--- config.mk ---
export PLATFORM = sky130hd
export DESIGN_NAME = self_sync_randomizer
export DESIGN_NICKNAME = d
export VERILOG_FILES = /design/src/rtl/rnd_pkg.sv /design/src/rtl/rnd_shift_reg.sv /design/src/rtl/rnd_mix.sv /design/src/rtl/rnd_out_stage.sv /design/src/rtl/self_sync_randomizer.sv
export SDC_FILE = /design/constraint.sdc
export NUM_CORES = 1
export LEC_CHECK = 0
export BUFFER_PORTS_ARGS = -buffer_cell sky130_fd_sc_hd__buf_2
export CAP_MARGIN = 20
export CELL_PAD_IN_SITES_DETAIL_PLACEMENT = 0
export CELL_PAD_IN_SITES_GLOBAL_PLACEMENT = 2
export CORE_ASPECT_RATIO = 1.4
export CORE_MARGIN = 2
export CORE_UTILIZATION = 36
export DETAILED_ROUTE_END_ITERATION = 6
export GPL_TIMING_DRIVEN = 0
export PLACE_DENSITY = 0.73
export SLEW_MARGIN = 5
export SYNTH_ARGS = -nofsm -noshare
export SYNTH_HDL_FRONTEND = slang
export SYNTH_HIERARCHICAL = 1
export SYNTH_SLANG_ARGS = --single-unit
--- constraint.sdc ---
create_clock -name clk_i -period 1.45 [get_ports clk_i]
set_input_delay 0.2175 -clock clk_i [delete_from_list [all_inputs] [get_ports clk_i]]
set_output_delay 0.2175 -clock clk_i [all_outputs]
set_load 0.02 [all_outputs]
--- src/rtl/rnd_pkg.sv ---
package rnd_pkg;
  typedef enum logic [1:0] {
    MODE_RAND   = 2'd0,
    MODE_DERAND = 2'd1,
    MODE_PASS   = 2'd2
  } rnd_mode_e;

  // bypass wins over direction
  function automatic rnd_mode_e decode_mode(input logic bypass, input logic descramble);
    if (bypass)          return MODE_PASS;
    else if (descramble) return MODE_DERAND;
    else                 return MODE_RAND;
  endfunction
endpackage

--- src/rtl/rnd_shift_reg.sv ---
module rnd_shift_reg #(
  parameter int STAGES = 15
) (
  input  logic              clk_i,
  input  logic              rst_ni,
  input  logic              clear_i,
  input  logic              adv_i,
  input  logic              bit_i,
  output logic [STAGES-1:0] state_o
);
  logic [STAGES-1:0] state_q;
  logic [STAGES-1:0] next_in;

  assign next_in[0] = bit_i;

  for (genvar i = 0; i < STAGES; i++) begin : g_stage
    if (i > 0) begin : g_link
      assign next_in[i] = state_q[i-1];
    end
    always_ff @(posedge clk_i or negedge rst_ni) begin
      if (!rst_ni)      state_q[i] <= 1'b0;
      else if (clear_i) state_q[i] <= 1'b0;
      else if (adv_i)   state_q[i] <= next_in[i];
    end
  end

  assign state_o = state_q;


  shift_move_chk: assert property (@(posedge clk_i) disable iff (!rst_ni)
    (adv_i && !clear_i) |=> state_q[STAGES-1:1] == $past(state_q[STAGES-2:0]));
endmodule

--- src/rtl/rnd_mix.sv ---
module rnd_mix
  import rnd_pkg::*;
#(
  parameter int STAGES = 15,
  parameter int TAP_A  = 14,
  parameter int TAP_B  = 15
) (
  input  logic [STAGES-1:0] state_i,
  input  logic              data_i,
  input  rnd_mode_e         mode_i,
  output logic              out_bit_o,
  output logic              shift_bit_o,
  output logic              shift_en_o
);
  logic [STAGES-1:0] tap_mask;
  logic              key_bit;

  for (genvar i = 0; i < STAGES; i++) begin : g_mask
    assign tap_mask[i] = (i == TAP_A - 1) || (i == TAP_B - 1);
  end

  assign key_bit = ^(state_i & tap_mask);

  always_comb begin
    out_bit_o   = data_i ^ key_bit;
    shift_bit_o = out_bit_o;
    shift_en_o  = 1'b1;
    unique case (mode_i)
      MODE_DERAND: shift_bit_o = data_i;
      MODE_PASS: begin
        out_bit_o  = data_i;
        shift_en_o = 1'b0;
      end
      default: ;
    endcase
  end
endmodule

--- src/rtl/rnd_out_stage.sv ---
module rnd_out_stage (
  input  logic clk_i,
  input  logic rst_ni,
  input  logic clear_i,
  input  logic valid_i,
  input  logic bit_i,
  output logic valid_o,
  output logic data_o
);
  always_ff @(posedge clk_i or negedge rst_ni) begin
    if (!rst_ni) begin
      valid_o <= 1'b0;
      data_o  <= 1'b0;
    end else if (clear_i) begin
      valid_o <= 1'b0;
      data_o  <= 1'b0;
    end else begin
      valid_o <= valid_i;
      if (valid_i) data_o <= bit_i;
    end
  end
endmodule

--- src/rtl/self_sync_randomizer.sv ---
module self_sync_randomizer
  import rnd_pkg::*;
#(
  parameter int STAGES = 15,
  parameter int TAP_A  = 14,
  parameter int TAP_B  = 15
) (
  input  logic clk_i,
  input  logic rst_ni,
  input  logic clear_i,
  input  logic valid_i,
  input  logic data_i,
  input  logic bypass_i,
  input  logic descramble_i,
  output logic valid_o,
  output logic data_o
);
  logic [STAGES-1:0] state_w;
  logic              out_bit, shift_bit, shift_en;
  rnd_mode_e         mode;

  assign mode = decode_mode(bypass_i, descramble_i);

  rnd_mix #(.STAGES(STAGES), .TAP_A(TAP_A), .TAP_B(TAP_B)) u_mix (
    .state_i     (state_w),
    .data_i      (data_i),
    .mode_i      (mode),
    .out_bit_o   (out_bit),
    .shift_bit_o (shift_bit),
    .shift_en_o  (shift_en)
  );

  rnd_shift_reg #(.STAGES(STAGES)) u_state (
    .clk_i   (clk_i),
    .rst_ni  (rst_ni),
    .clear_i (clear_i),
    .adv_i   (valid_i && shift_en),
    .bit_i   (shift_bit),
    .state_o (state_w)
  );

  rnd_out_stage u_out (
    .clk_i   (clk_i),
    .rst_ni  (rst_ni),
    .clear_i (clear_i),
    .valid_i (valid_i),
    .bit_i   (out_bit),
    .valid_o (valid_o),
    .data_o  (data_o)
  );


  clear_zero_chk: assert property (@(posedge clk_i) disable iff (!rst_ni)
    clear_i |=> (!valid_o && !data_o && state_w == '0));

  rand_taps_chk: assert property (@(posedge clk_i) disable iff (!rst_ni)
    (valid_i && !clear_i && !bypass_i) |=>
      data_o == ($past(data_i) ^ $past(state_w[TAP_A-1]) ^ $past(state_w[TAP_B-1])));

  rand_feedback_chk: assert property (@(posedge clk_i) disable iff (!rst_ni)
    (valid_i && !clear_i && !bypass_i && !descramble_i) |=> state_w[0] == data_o);

  derand_feedback_chk: assert property (@(posedge clk_i) disable iff (!rst_ni)
    (valid_i && !clear_i && !bypass_i && descramble_i) |=> state_w[0] == $past(data_i));

  bypass_pass_chk: assert property (@(posedge clk_i) disable iff (!rst_ni)
    (valid_i && !clear_i && bypass_i) |=> (data_o == $past(data_i) && $stable(state_w)));

  idle_hold_chk: assert property (@(posedge clk_i) disable iff (!rst_ni)
    (!valid_i && !clear_i) |=> (!valid_o && $stable(state_w) && $stable(data_o)));

  valid_align_chk: assert property (@(posedge clk_i) disable iff (!rst_ni)
    (valid_i && !clear_i) |=> valid_o);
endmodule

==> results of run 1 <==
[cell families (layout without fill, tap and decap cells)]
family / after synthesis / in the layout / synth area share [%]
buffers and inverters: 4 / 17 / 5.16
muxes: 16 / 16 / 21.3
and+or+nand+nor: 21 / 21 / 12.8
xor gates and xnor gates: 3 / 3 / 3.49
DFF: 17 / 17 / 56.6
AOI/OAI and AO/OA: 1 / 1 / 0.665
[sequential cells by signal, summed over array words and instances, names as in the netlist]
register         count
u_out/data_o         1
u_out/valid_o        1
u_state/state_o     15
[worst register-to-register path, stage by stage (launching register included)]
cell     delay (ns)
dfrtp_1        0.40
xor2_1         0.20
o21ai_1        0.12
xnor2_1        0.14
mux2i_1        0.15
nor2_1         0.05
[cell type report]
class	instances	area share [%]
plain buffers	3	4.09
inverters	1	0.439
multi-input cells	41	33.6
flip-flops and latches	17	49.7
clock inverters	1	0.585
clock buffers	3	2.63
well taps	21	3.07
repair buffers	9	5.85
[synthesized netlist by cell type (all sizes together)]
master  instances
nor2b           2
xor2            1
xnor2           2
inv             1
nand2           1
dfrtp          17
nor2           16
buf             2
and2            1
mux2i          16
nand2b          1
o21ai           1
clkbuf          1
[stage by stage]
step                instances  setup slack (ns)  hold slack [ns]  power [W]  area, µm²
floorplan                  62             0.277          -0.0781   0.000544        752
detailed placement         91            0.0604            0.158   0.000577        818
CTS                        96             0.275            0.184   0.000834        856
global placement           91            0.0713            0.154   0.000576        818
global route               96             0.193            0.184   0.000856        856
finish                     96             0.295            0.189   0.000814        856
[power by group]
group	switching (W)	internal (W)
combinational	0.0000464	0.0000396
sequential	0.00000242	0.000479
clock	0.000144	0.000102
total	0.000193	0.000621
[final timing paths]
path	start	end	slack (ns)	depth (start not counted)
worst min register to register	u_state/state_o[8]	u_state/state_o[9]	0.53	2
worst min-delay path	clear_i	u_state/state_o[12]	0.19	2
worst max-delay path	u_state/state_o[14]	u_state/state_o[0]	0.30	5
min in group asynchronous	rst_ni	u_state/state_o[12]	0.37	2
max in group asynchronous	rst_ni	u_out/valid_o	0.81	2
worst max register to register	u_state/state_o[14]	u_state/state_o[0]	0.30	5
[repair_timing]
action                    CTS  global route
hold buffers                1             0
buffers inserted            0             0
gates resized for setup     0             0
hold endpoints to repair   17             0
[routing by layer]
| metal | vias to the layer above | routed length, µm | global-route usage [%] |
|---|---|---|---|
| li1 | 226 | - | - |
| met1 | 214 | 528 | 13.9 |
| met3 | 2 | 46 | 2.80 |
| met5 | - | 0 | 0 |
| met4 | 0 | 14 | 8.04 |
| met2 | 9 | 581 | 18.0 |
[layout by cell type, fill, tap and decap left out, drive strengths merged]
cell type / count
and2: 1
buf: 10
clkbuf: 4
clkinv: 1
dfrtp: 17
dlygate4sd3: 1
inv: 1
mux2i: 16
nand2: 1
nand2b: 1
nor2: 16
nor2b: 2
o21ai: 1
xnor2: 2
xor2: 1
==> results by group, run 1 <==
Synthesis
  – Syn Nets: 69
  – Distinct cells, synth: 15
  – Share of the synthesized area in the top cell type: a little under three fifths
  – Synth Register Bits: 17
  – Seq/Total Area, Yosys: 56.6%
  – Syn_area_per_cell: between 10 and 15 µm²
  – Synth area leaders: dfrtp_1 57%, mux2i_1 21%, nor2_1 8.0%, buf_12 2.7%, xnor2_1 2.3%
  – Yosys top cell by area: dfrtp_1
  – Yosys warns: 6
  – Mapped Cells: 62
  – Post-Syn Area: around 750 µm²

STA
  – Final worst path period share: between 70% and 80%
  – Max Freq: 0.866 GHz
  – Worst slew margin: approximately 70%
  – Least-Margin Pin Slew: ~0.45 ns
  – Final setup viols: 0
  – Setup TNS: 0 ns
  – Hold Violations, Final: 0
  – Clk_skew: about 0.0036 ns
  – RSZ-0062 raised after global routing: no
  – Min Clock Period, post-route: 1.15 ns
  – Final Max Tran Viols: 0

Floorplanning
  – Die area: 0.00248 mm²
  – Row count: 19
  – Core area: around 0.002 mm²
  – Initial Util: a little under two fifths
  – Top Ports: 9
  – Die X: about 43 µm
  – Die Ht: slightly below 60 µm

CTS
  – Clk sinks: 17
  – Clk_lat worst skew: about 0.29 ns
  – Clk buf depth: 2
  – Clock Tree Root: clkbuf_4
  – H-tree levels: 1
  – CTS tree: yes
  – Clk slew on worst S/H paths: approximately 0.1 ns
  – CTS buffer count: 3

Route
  – DRT Pass-1 Iters: 2
  – WL per Instance: ~12 µm
  – DR iter-0 viols: 5
  – DRT Wirelength: ~1200 µm
  – Via count: roughly 450
  – Residual DRC: 0
  – Vias/cell: ~4.7
  – Final ANT Viol Nets: 0

Power and ir drop
  – Pwr/cell area: between 900 and 1000 mW/mm²
  – Leakage power: between 0.4 and 0.5 nW
  – Peak supply drop: 0.488 mV

Place
  – # port buffers: 8
  – Final GP Congestion: 0.631
  – Detail Placement HPWL: between 800 and 900 µm

Setup path
  – Cell family with most CP delay: flip-flops
  – WP data required: around 1.6 ns
  – Max FO, Critical Path: 2
  – Buf/Inv on CP: 0
  – Slowest CP cell: dfrtp_1
  – Worst-path cell chain: xor2_1 -> o21ai_1 -> xnor2_1 -> mux2i_1 -> nor2_1
  – Data arrival time of the worst path: 1.34 ns
  – Crit end category: flip-flop
  – Crit Path Category: flip-flop to flip-flop
  – Highest cell delay on the worst timing path: 0.40 ns
  – Crit start category: flip-flop

GRT
  – Vias in the first global route: 477
  – First-pass GRT wire length: ~2100 µm
  – Largest net degree at the start of global routing: 18
  – GRT overflow: 0
  – Initial antenna violation count: 0
  – All-layer global routing usage: between 10% and 20%

Worst hold path
  – Min-delay worst type: input port to flip-flop

Finish
  – Fillers: 204
  – Register Area: about 430 µm²
  – Finished Core Util: a little over two fifths
  – Layout area overhead: 13.8%
  – Footprint of the multi-input gates: about 290 µm²
  – Antenna diodes: 0
  – Fraction of layout cells with a size suffix above 1: around 20%
  – Nets@finish: between 80 and 90

Run
  – Max Cap Violations: 0

Outcome
  – Outcome: finished clean
Power figures use the tool's default switching activity.
==> run 2: changes to the inputs <==
- ABC_AREA: not set -> 1
- CORE_UTILIZATION: 36 -> 32
- clock period: 1.45 -> 1.1 ns (I/O delays scaled with it)
==> run 2 against run 1 <==
  * Die area is 16% higher
  * Combinational power grew 42%
  * Routed wire length up 33%
  * Via count grew 41%
  * Hold slack worse by 0.084 ns
  * First-iteration DRC count up 60%
  * Critical path type is now flip-flop to primary output
  * Highest routed layer unchanged
==> results by group, run 2 <==
Finish
  – Layout area overhead: 16.3%
  – Nets@finish: 120 (+45%)
  – Post-route cell area: 910 µm² (+6.3%)
  – Fillers: 261 (+28%)
  – Max FFs per register: 15 (unchanged)
  – Most frequent cells in the layout: 38 x nand2_1, 21 x nand3_1, 17 x dfrtp_1, 9 x buf_2, 7 x inv_1
  – Most common cell after layout, fill and taps aside: nand2_1
  – Antenna diodes: 0 (unchanged)
  – Fraction of layout cells with a size suffix above 1: 22.3% (+2.3 points)

CTS
  – H-tree levels: 1 (unchanged)
  – Clk_lat worst skew: 0.28 ns (about the same)
  – Clock Tree Root: clkbuf_4
  – Clk buf depth: 2 (unchanged)
  – Clk sinks: 17 (unchanged)
  – Clk slew on worst S/H paths: 0.10 ns (about the same)
  – CTS buffer count: 3 (unchanged)
  – CTS tree: yes

Route
  – DRT Pass-1 Iters: 3 (+1)
  – Residual DRC: 0 (unchanged)
  – DR iter-0 viols: 8 (+3)
  – DRT Wirelength: 1560 µm (+33%)
  – Final ANT Viol Nets: 0 (unchanged)
  – Via count: 638 (+41%)
  – WL per Instance: 11.5 µm (-5.4%)
  – Vias/cell: 4.73 (+0.60%)

STA
  – Hold Violations, Final: 0 (unchanged)
  – Max Freq: 0.997 GHz
  – Min Clock Period, post-route: between 1 and 1.5 ns
  – Setup TNS: 0 ns (unchanged)
  – RSZ-0062 raised after global routing: yes
  – Least-Margin Pin Slew: 0.381 ns (-0.0706 ns)
  – Worst slew margin: 74.6% (+4.7 points)
  – Setup WS post-layout: 0.0971 ns (-0.198 ns)
  – Final Max Tran Viols: 0 (unchanged)
  – Final setup viols: 0 (unchanged)
  – Final worst path period share: 91.2%
  – Clk_skew: 0.000323 ns (-0.00325 ns)

Setup path
  – Buf/Inv on CP: 1 (+1)
  – Crit Path Category: flip-flop to primary output
  – Slowest CP cell: dfrtp_1
  – Highest cell delay on the worst timing path: 0.39 ns (about the same)
  – Data arrival time of the worst path: 0.84 ns (-0.50 ns)
  – Worst-path cell chain: buf_2
  – R2R Path Start: u_state/state_o[14]
  – CP Launch Point: u_out/data_o
  – WP data required: 0.94 ns (-0.69 ns)
  – Cell family with most CP delay: flip-flops
  – Crit start category: flip-flop
  – Crit end category: primary output
  – Max FO, Critical Path: 2 (unchanged)

Power and ir drop
  – Pwr/cell area: 1200 mW/mm² (+26%)
  – Peak supply drop: 0.503 mV (+3.1%)
  – Leakage power: 0.538 nW (+25%)

Place
  – Detail Placement HPWL: 1080 µm (+28%)
  – Cell Area, Placed: 851 µm² (+4.0%)
  – Pre-CTS WS: -0.221 ns (-0.282 ns)
  – Final GP Congestion: 0.680 (+7.7%)
  – # port buffers: 8 (unchanged)

Worst hold path
  – Min-delay worst type: input port to flip-flop
  – Hold Path Origin: valid_i

Outcome
  – Outcome: finished clean

Synthesis
  – Yosys top cell by area: dfrtp_1
  – Ys async rst share: 100% (unchanged)
  – Share of the synthesized area in the top cell type: 54.4% (-2.2 points)
  – Synth area leaders: dfrtp_1 54%, nand2_1 19%, nand3_1 13%, inv_1 4.3%, buf_6 2.9%
  – Synth Register Bits: 17 (unchanged)
  – Commonest register cell after synthesis: dfrtp_1
  – EDFF count, synth: 0 (unchanged)
  – Yosys warns: 6 (unchanged)
  – Mapped Cells: 97 (+56%)
  – Distinct cells, synth: 11 (-4)
  – Syn Nets: 104 (+51%)
  – Post-Syn Area: 782 µm² (+4.0%)
  – Synth top cells by count: 40 x nand2_1, 21 x nand3_1, 17 x dfrtp_1
  – Count leader, synth: nand2_1
  – Syn_area_per_cell: 8.06 µm² (-34%)
  – Seq/Total Area, Yosys: 54.4% (-2.2 points)

GRT
  – All-layer global routing usage: 13.2% (+1.7 points)
  – Vias in the first global route: 624 (+31%)
  – First-pass GRT wire length: 2730 µm (+30%)
  – Initial antenna violation count: 0 (unchanged)
  – GRT overflow: 0 (unchanged)
  – Largest net degree at the start of global routing: 18 (unchanged)

Floorplanning
  – Initial Util: 33.1% (-5.0 points)
  – Top Ports: 9 (unchanged)
  – Die Ht: 62.5 µm (+7.6%)
  – Die area: 0.00286 mm² (+16%)
  – Die X: 45.8 µm (+7.4%)
  – Row count: 21 (+2)
  – Core area: 0.00236 mm² (+20%)

Run
  – Max Cap Violations: 0 (unchanged)
==> run 2: path summary, 6_finish.rpt <==
| check | end | slack [ns] | depth (start not counted) |
|---|---|---|---|
| setup / recovery | data_o | 0.1 | 1 |
| hold / removal | u_out/valid_o | 0.11 | 3 |
| setup reg to reg | u_out/data_o | 0.1 | 8 |
| hold reg to reg | u_state/state_o[2] | 0.48 | 2 |
| max in group asynchronous | u_state/state_o[11] | 0.51 | 2 |
| min in group asynchronous | u_state/state_o[13] | 0.32 | 2 |
==> run 2: worst reg2reg max path: stages (launching register included) <==
cell     delay [ns]
dfrtp_1        0.42
inv_2          0.06
nand2_2        0.04
nand2_1        0.06
nand2_1        0.06
nand3_1        0.07
nand2_1        0.07
nand3_1        0.06
nand2_1        0.04
==> run 2: repair_timing <==
action / in CTS / in global routing
endpoints found under the setup margin: 0 / 12
buffers inserted: 0 / 2
resized for setup: 0 / 6
hold endpoints to repair: 17 / 0
hold buffers: 1 / 0
==> run 2: metal layers <==
layer  part of all wire [%]  global-route usage (%)  vias up
li1                       -                       -      332
met1                     44                    16.2      294
met2                     52                    20.8       10
met3                    3.1                    2.60        2
met4                    1.3                    7.50        0
met5                      0                       0        -
==> run 2: final cells by class <==
class / count / area, µm² / area share, %
Inverter: 10 / 37.5 / 4.13
Tap cell: 23 / 28.8 / 3.16
Clock buffer: 4 / 26.3 / 2.89
Multi-Input combinational cell: 66 / 292 / 32.0
Timing Repair Buffer: 11 / 65.1 / 7.15
Sequential cell: 17 / 425 / 46.8
Buffer: 4 / 35.0 / 3.85
==> run 2: logic make-up after synthesis <==
family / synth area share [%]
and+or+nand+nor: 36.6
DFF: 54.4
buffers and inverters: 8.96
==> run 2: through the flow <==
step	power [W]	hold WS, ns	utilization (%)	instances
4_1_cts	0.00111	0.0923	37.5	133
3_3_place_gp	0.000770	0.108	36.0	128
6_report	0.00109	0.105	38.5	135
2_1_floorplan	0.000717	-0.131	-	97
3_5_place_dp	0.000770	0.114	36.0	128
5_1_grt	0.00115	0.0923	38.5	135
==> run 2: power breakdown <==
group	leakage [nW]	switching (W)	internal (W)	total (W)
clock network	0.0150	0.000191	0.000141	0.000332
logic	0.288	0.0000803	0.0000421	0.000122
registers	0.235	0.00000331	0.000632	0.000635
==> run 3: changes to the inputs <==
- PLACE_DENSITY: 0.73 -> 0.7
==> run 3 against run 2 <==
  * Clock skew grew 0.0020 ns
  * Fmax fell by 1.2%
  * Critical path depth increased by 7
  * Global-route usage decreased by 0.50 points
  * Highest routed layer is now met3
==> results by group, run 3 (synthesis results as in run 2) <==
Outcome
  – Outcome: finished clean

Setup path
  – WP data required: 1.28 ns (+0.34 ns)
  – FF-to-FF End: u_state/state_o[0]
  – R2R Path Start: u_state/state_o[13]
  – Crit start category: flip-flop
  – Crit end category: flip-flop
  – Crit Path Category: flip-flop to flip-flop
  – Reg2Reg Setup Slack: 0.08 ns (about the same)
  – Cells on worst reg2reg path: 8 (unchanged)
  – Data arrival time of the worst path: 1.19 ns (+0.35 ns)
  – Max FO, Critical Path: 4 (+2)

STA
  – Final Max Tran Viols: 0 (unchanged)
  – Final setup viols: 0 (unchanged)
  – Final worst path period share: 92.3% (+1.1 points)
  – Least-Margin Pin Slew: 0.382 ns (+0.000584 ns)
  – Max Freq: 0.985 GHz (-1.2%)
  – Min Clock Period, post-route: 1.02 ns (+0.0123 ns)
  – Clk_skew: 0.00234 ns (+0.00202 ns)
  – Worst slew margin: 74.6% (about the same)
  – RSZ-0062 raised after global routing: yes
  – Setup TNS: 0 ns (unchanged)
  – Hold Violations, Final: 0 (unchanged)
  – Hold slack: 0.122 ns (+0.0165 ns)

Power and ir drop
  – Peak supply drop: 0.466 mV (-7.4%)
  – Pint: 0.000816 W (+0.14%)
  – Switching Share: 24.3% (-0.93 points)
  – Leakage power: 0.541 nW (+0.63%)
  – Clock power frac: 29.5% (-1.0 points)
  – Sequential Power Share: 59.0% (+0.7 points)
  – Gate power share: 11.6% (+0.4 points)
  – Pwr/cell area: 1170 mW/mm² (-2.4%)
  – Power, Total: 0.00108 W (-1.1%)
  – Sw Pwr: 0.000262 W (-4.7%)

Finish
  – Register Area: 425 µm² (unchanged)
  – Post-route non-filler standard cell count: 134 (-0.74%)
  – Max FFs per register: 15 (unchanged)
  – Layout area overhead: 17.9%
  – Footprint of the multi-input gates: 312 µm² (+6.9%)
  – Antenna diodes: 0 (unchanged)
  – Post-route cell area: 922 µm² (+1.4%)
  – Fraction of layout cells with a size suffix above 1: 24.3% (+2.0 points)
  – Nets@finish: 119 (-0.83%)
  – Most frequent cells in the layout: 36 x nand2_1, 18 x nand3_1, 17 x dfrtp_1, 9 x inv_1, 9 x buf_2
  – Fillers: 265 (+1.5%)
  – Most common cell after layout, fill and taps aside: nand2_1

Route
  – Vias/cell: 4.82 (+2.0%)
  – DRT Pass-1 Iters: 6 (+3)
  – Residual DRC: 0 (unchanged)
  – Final ANT Viol Nets: 0 (unchanged)
  – DRT Wirelength: 1540 µm (-1.2%)
  – Via count: 646 (+1.3%)
  – DR iter-0 viols: 7 (-1)
  – WL per Instance: 11.5 µm (-0.42%)

Place
  – Cell Area, Placed: 851 µm² (unchanged)
  – Placed insts: 128 (unchanged)
  – Detail Placement HPWL: 1120 µm (+3.3%)
  – Final GP Congestion: 0.680 (+0.10%)
  – # port buffers: 8 (unchanged)

GRT
  – Initial antenna violation count: 0 (unchanged)
  – All-layer global routing usage: 12.7% (-0.50 points)
  – GRT overflow: 0 (unchanged)
  – Vias in the first global route: 685 (+9.8%)
  – First-pass GRT wire length: 2750 µm (+0.77%)
  – Largest net degree at the start of global routing: 18 (unchanged)

CTS
  – Clk_lat worst skew: 0.28 ns (about the same)
  – H-tree levels: 1 (unchanged)
  – CTS tree: yes
  – Clk buf depth: 2 (unchanged)
  – Clk slew on worst S/H paths: 0.09 ns (about the same)
  – Clock Tree Root: clkbuf_4
  – Clk sinks: 17 (unchanged)
  – CTS buffer count: 3 (unchanged)

Floorplanning
  – Core area: 0.00236 mm² (unchanged)
  – Initial Util: 33.1% (unchanged)
  – Top Ports: 9 (unchanged)
  – Die area: 0.00286 mm² (unchanged)
  – Row count: 21 (unchanged)
  – Die Ht: 62.5 µm (unchanged)
  – Die X: 45.8 µm (unchanged)

Run
  – Max Cap Violations: 0 (unchanged)

Worst hold path
  – Min-delay worst type: input port to flip-flop
  – WHS Path Cells: 3 (unchanged)
  – Hold endpoint: u_out/valid_o
  – Hold Path Origin: valid_i
-- run 3: cell count changes in the layout (fill, tap and decap cells not counted) --
cell	before	now
buf_4	3	2
inv_1	7	9
inv_2	3	1
nand2_1	38	36
nand2_2	3	5
nand3_1	21	18
nand3_2	0	3
-- run 3: worst max path at each step --
stage | startpoint | to | slack [ns] | cells past startpoint
after global routing | u_state/state_o[13] | u_out/data_o | -0.02 | 8
after global placement | bypass_i | u_state/state_o[13] | -0.19 | 10
after CTS | u_state/state_o[13] | u_state/state_o[0] | 0.05 | 8
after floorplan | descramble_i | u_state/state_o[10] | 0.1 | 10
final | u_state/state_o[13] | u_state/state_o[0] | 0.08 | 8
after detailed placement | bypass_i | u_state/state_o[9] | -0.18 | 10
-- run 3: power groups by stage --
stage / registers (W) / clock network [W] / logic, W
finish: 0.000636 / 0.000318 / 0.000125
global route: 0.000637 / 0.000365 / 0.000142
CTS: 0.000636 / 0.000341 / 0.000123
detailed placement: 0.000649 / 0 / 0.000120
global placement: 0.000648 / 0 / 0.000121
floorplan: 0.000653 / 0 / 0.0000639
-- run 3: final cells by class --
cell class	count	share of cell area [%]
flip-flops and latches	17	46.1
multi-input cells	66	33.8
repair buffers	10	6.24
inverters	10	4.07
plain buffers	4	3.80
well taps	23	3.12
clock buffers	4	2.85
-- run 3: metal layers --
metal	part of all wire [%]	GRT usage (%)	up-vias
met3	1.6	0.867	0
met2	54	22.0	7
met1	45	14.3	311
met5	0	0	-
met4	0	7.50	0
li1	-	-	328
-- run 3: timing repair --
| item | 4_1_cts | 5_1_grt |
|---|---|---|
| setup buffers | 0 | 1 |
| resized for setup | 0 | 9 |
| hold buffers | 1 | 0 |
| endpoints found under the setup margin | 0 | 12 |
| hold endpoints to repair | 17 | 0 |
-- run 3: stage by stage --
step / util [%] / setup slack, ns
5_1_grt: 39.0 / -0.0225
4_1_cts: 37.5 / 0.0537
6_report: 39.0 / 0.0848
2_1_floorplan: - / 0.0963
3_5_place_dp: 36.0 / -0.176
3_3_place_gp: 36.0 / -0.192
-- run 3: critical path, stage by stage (launching register included) --
cell     delay, ns
dfrtp_1       0.42
inv_1         0.08
nand2_2       0.06
nand2_2       0.06
nand2_2       0.06
nand3_2       0.06
nand2_1       0.05
nand3_1       0.07
nand2_1       0.05
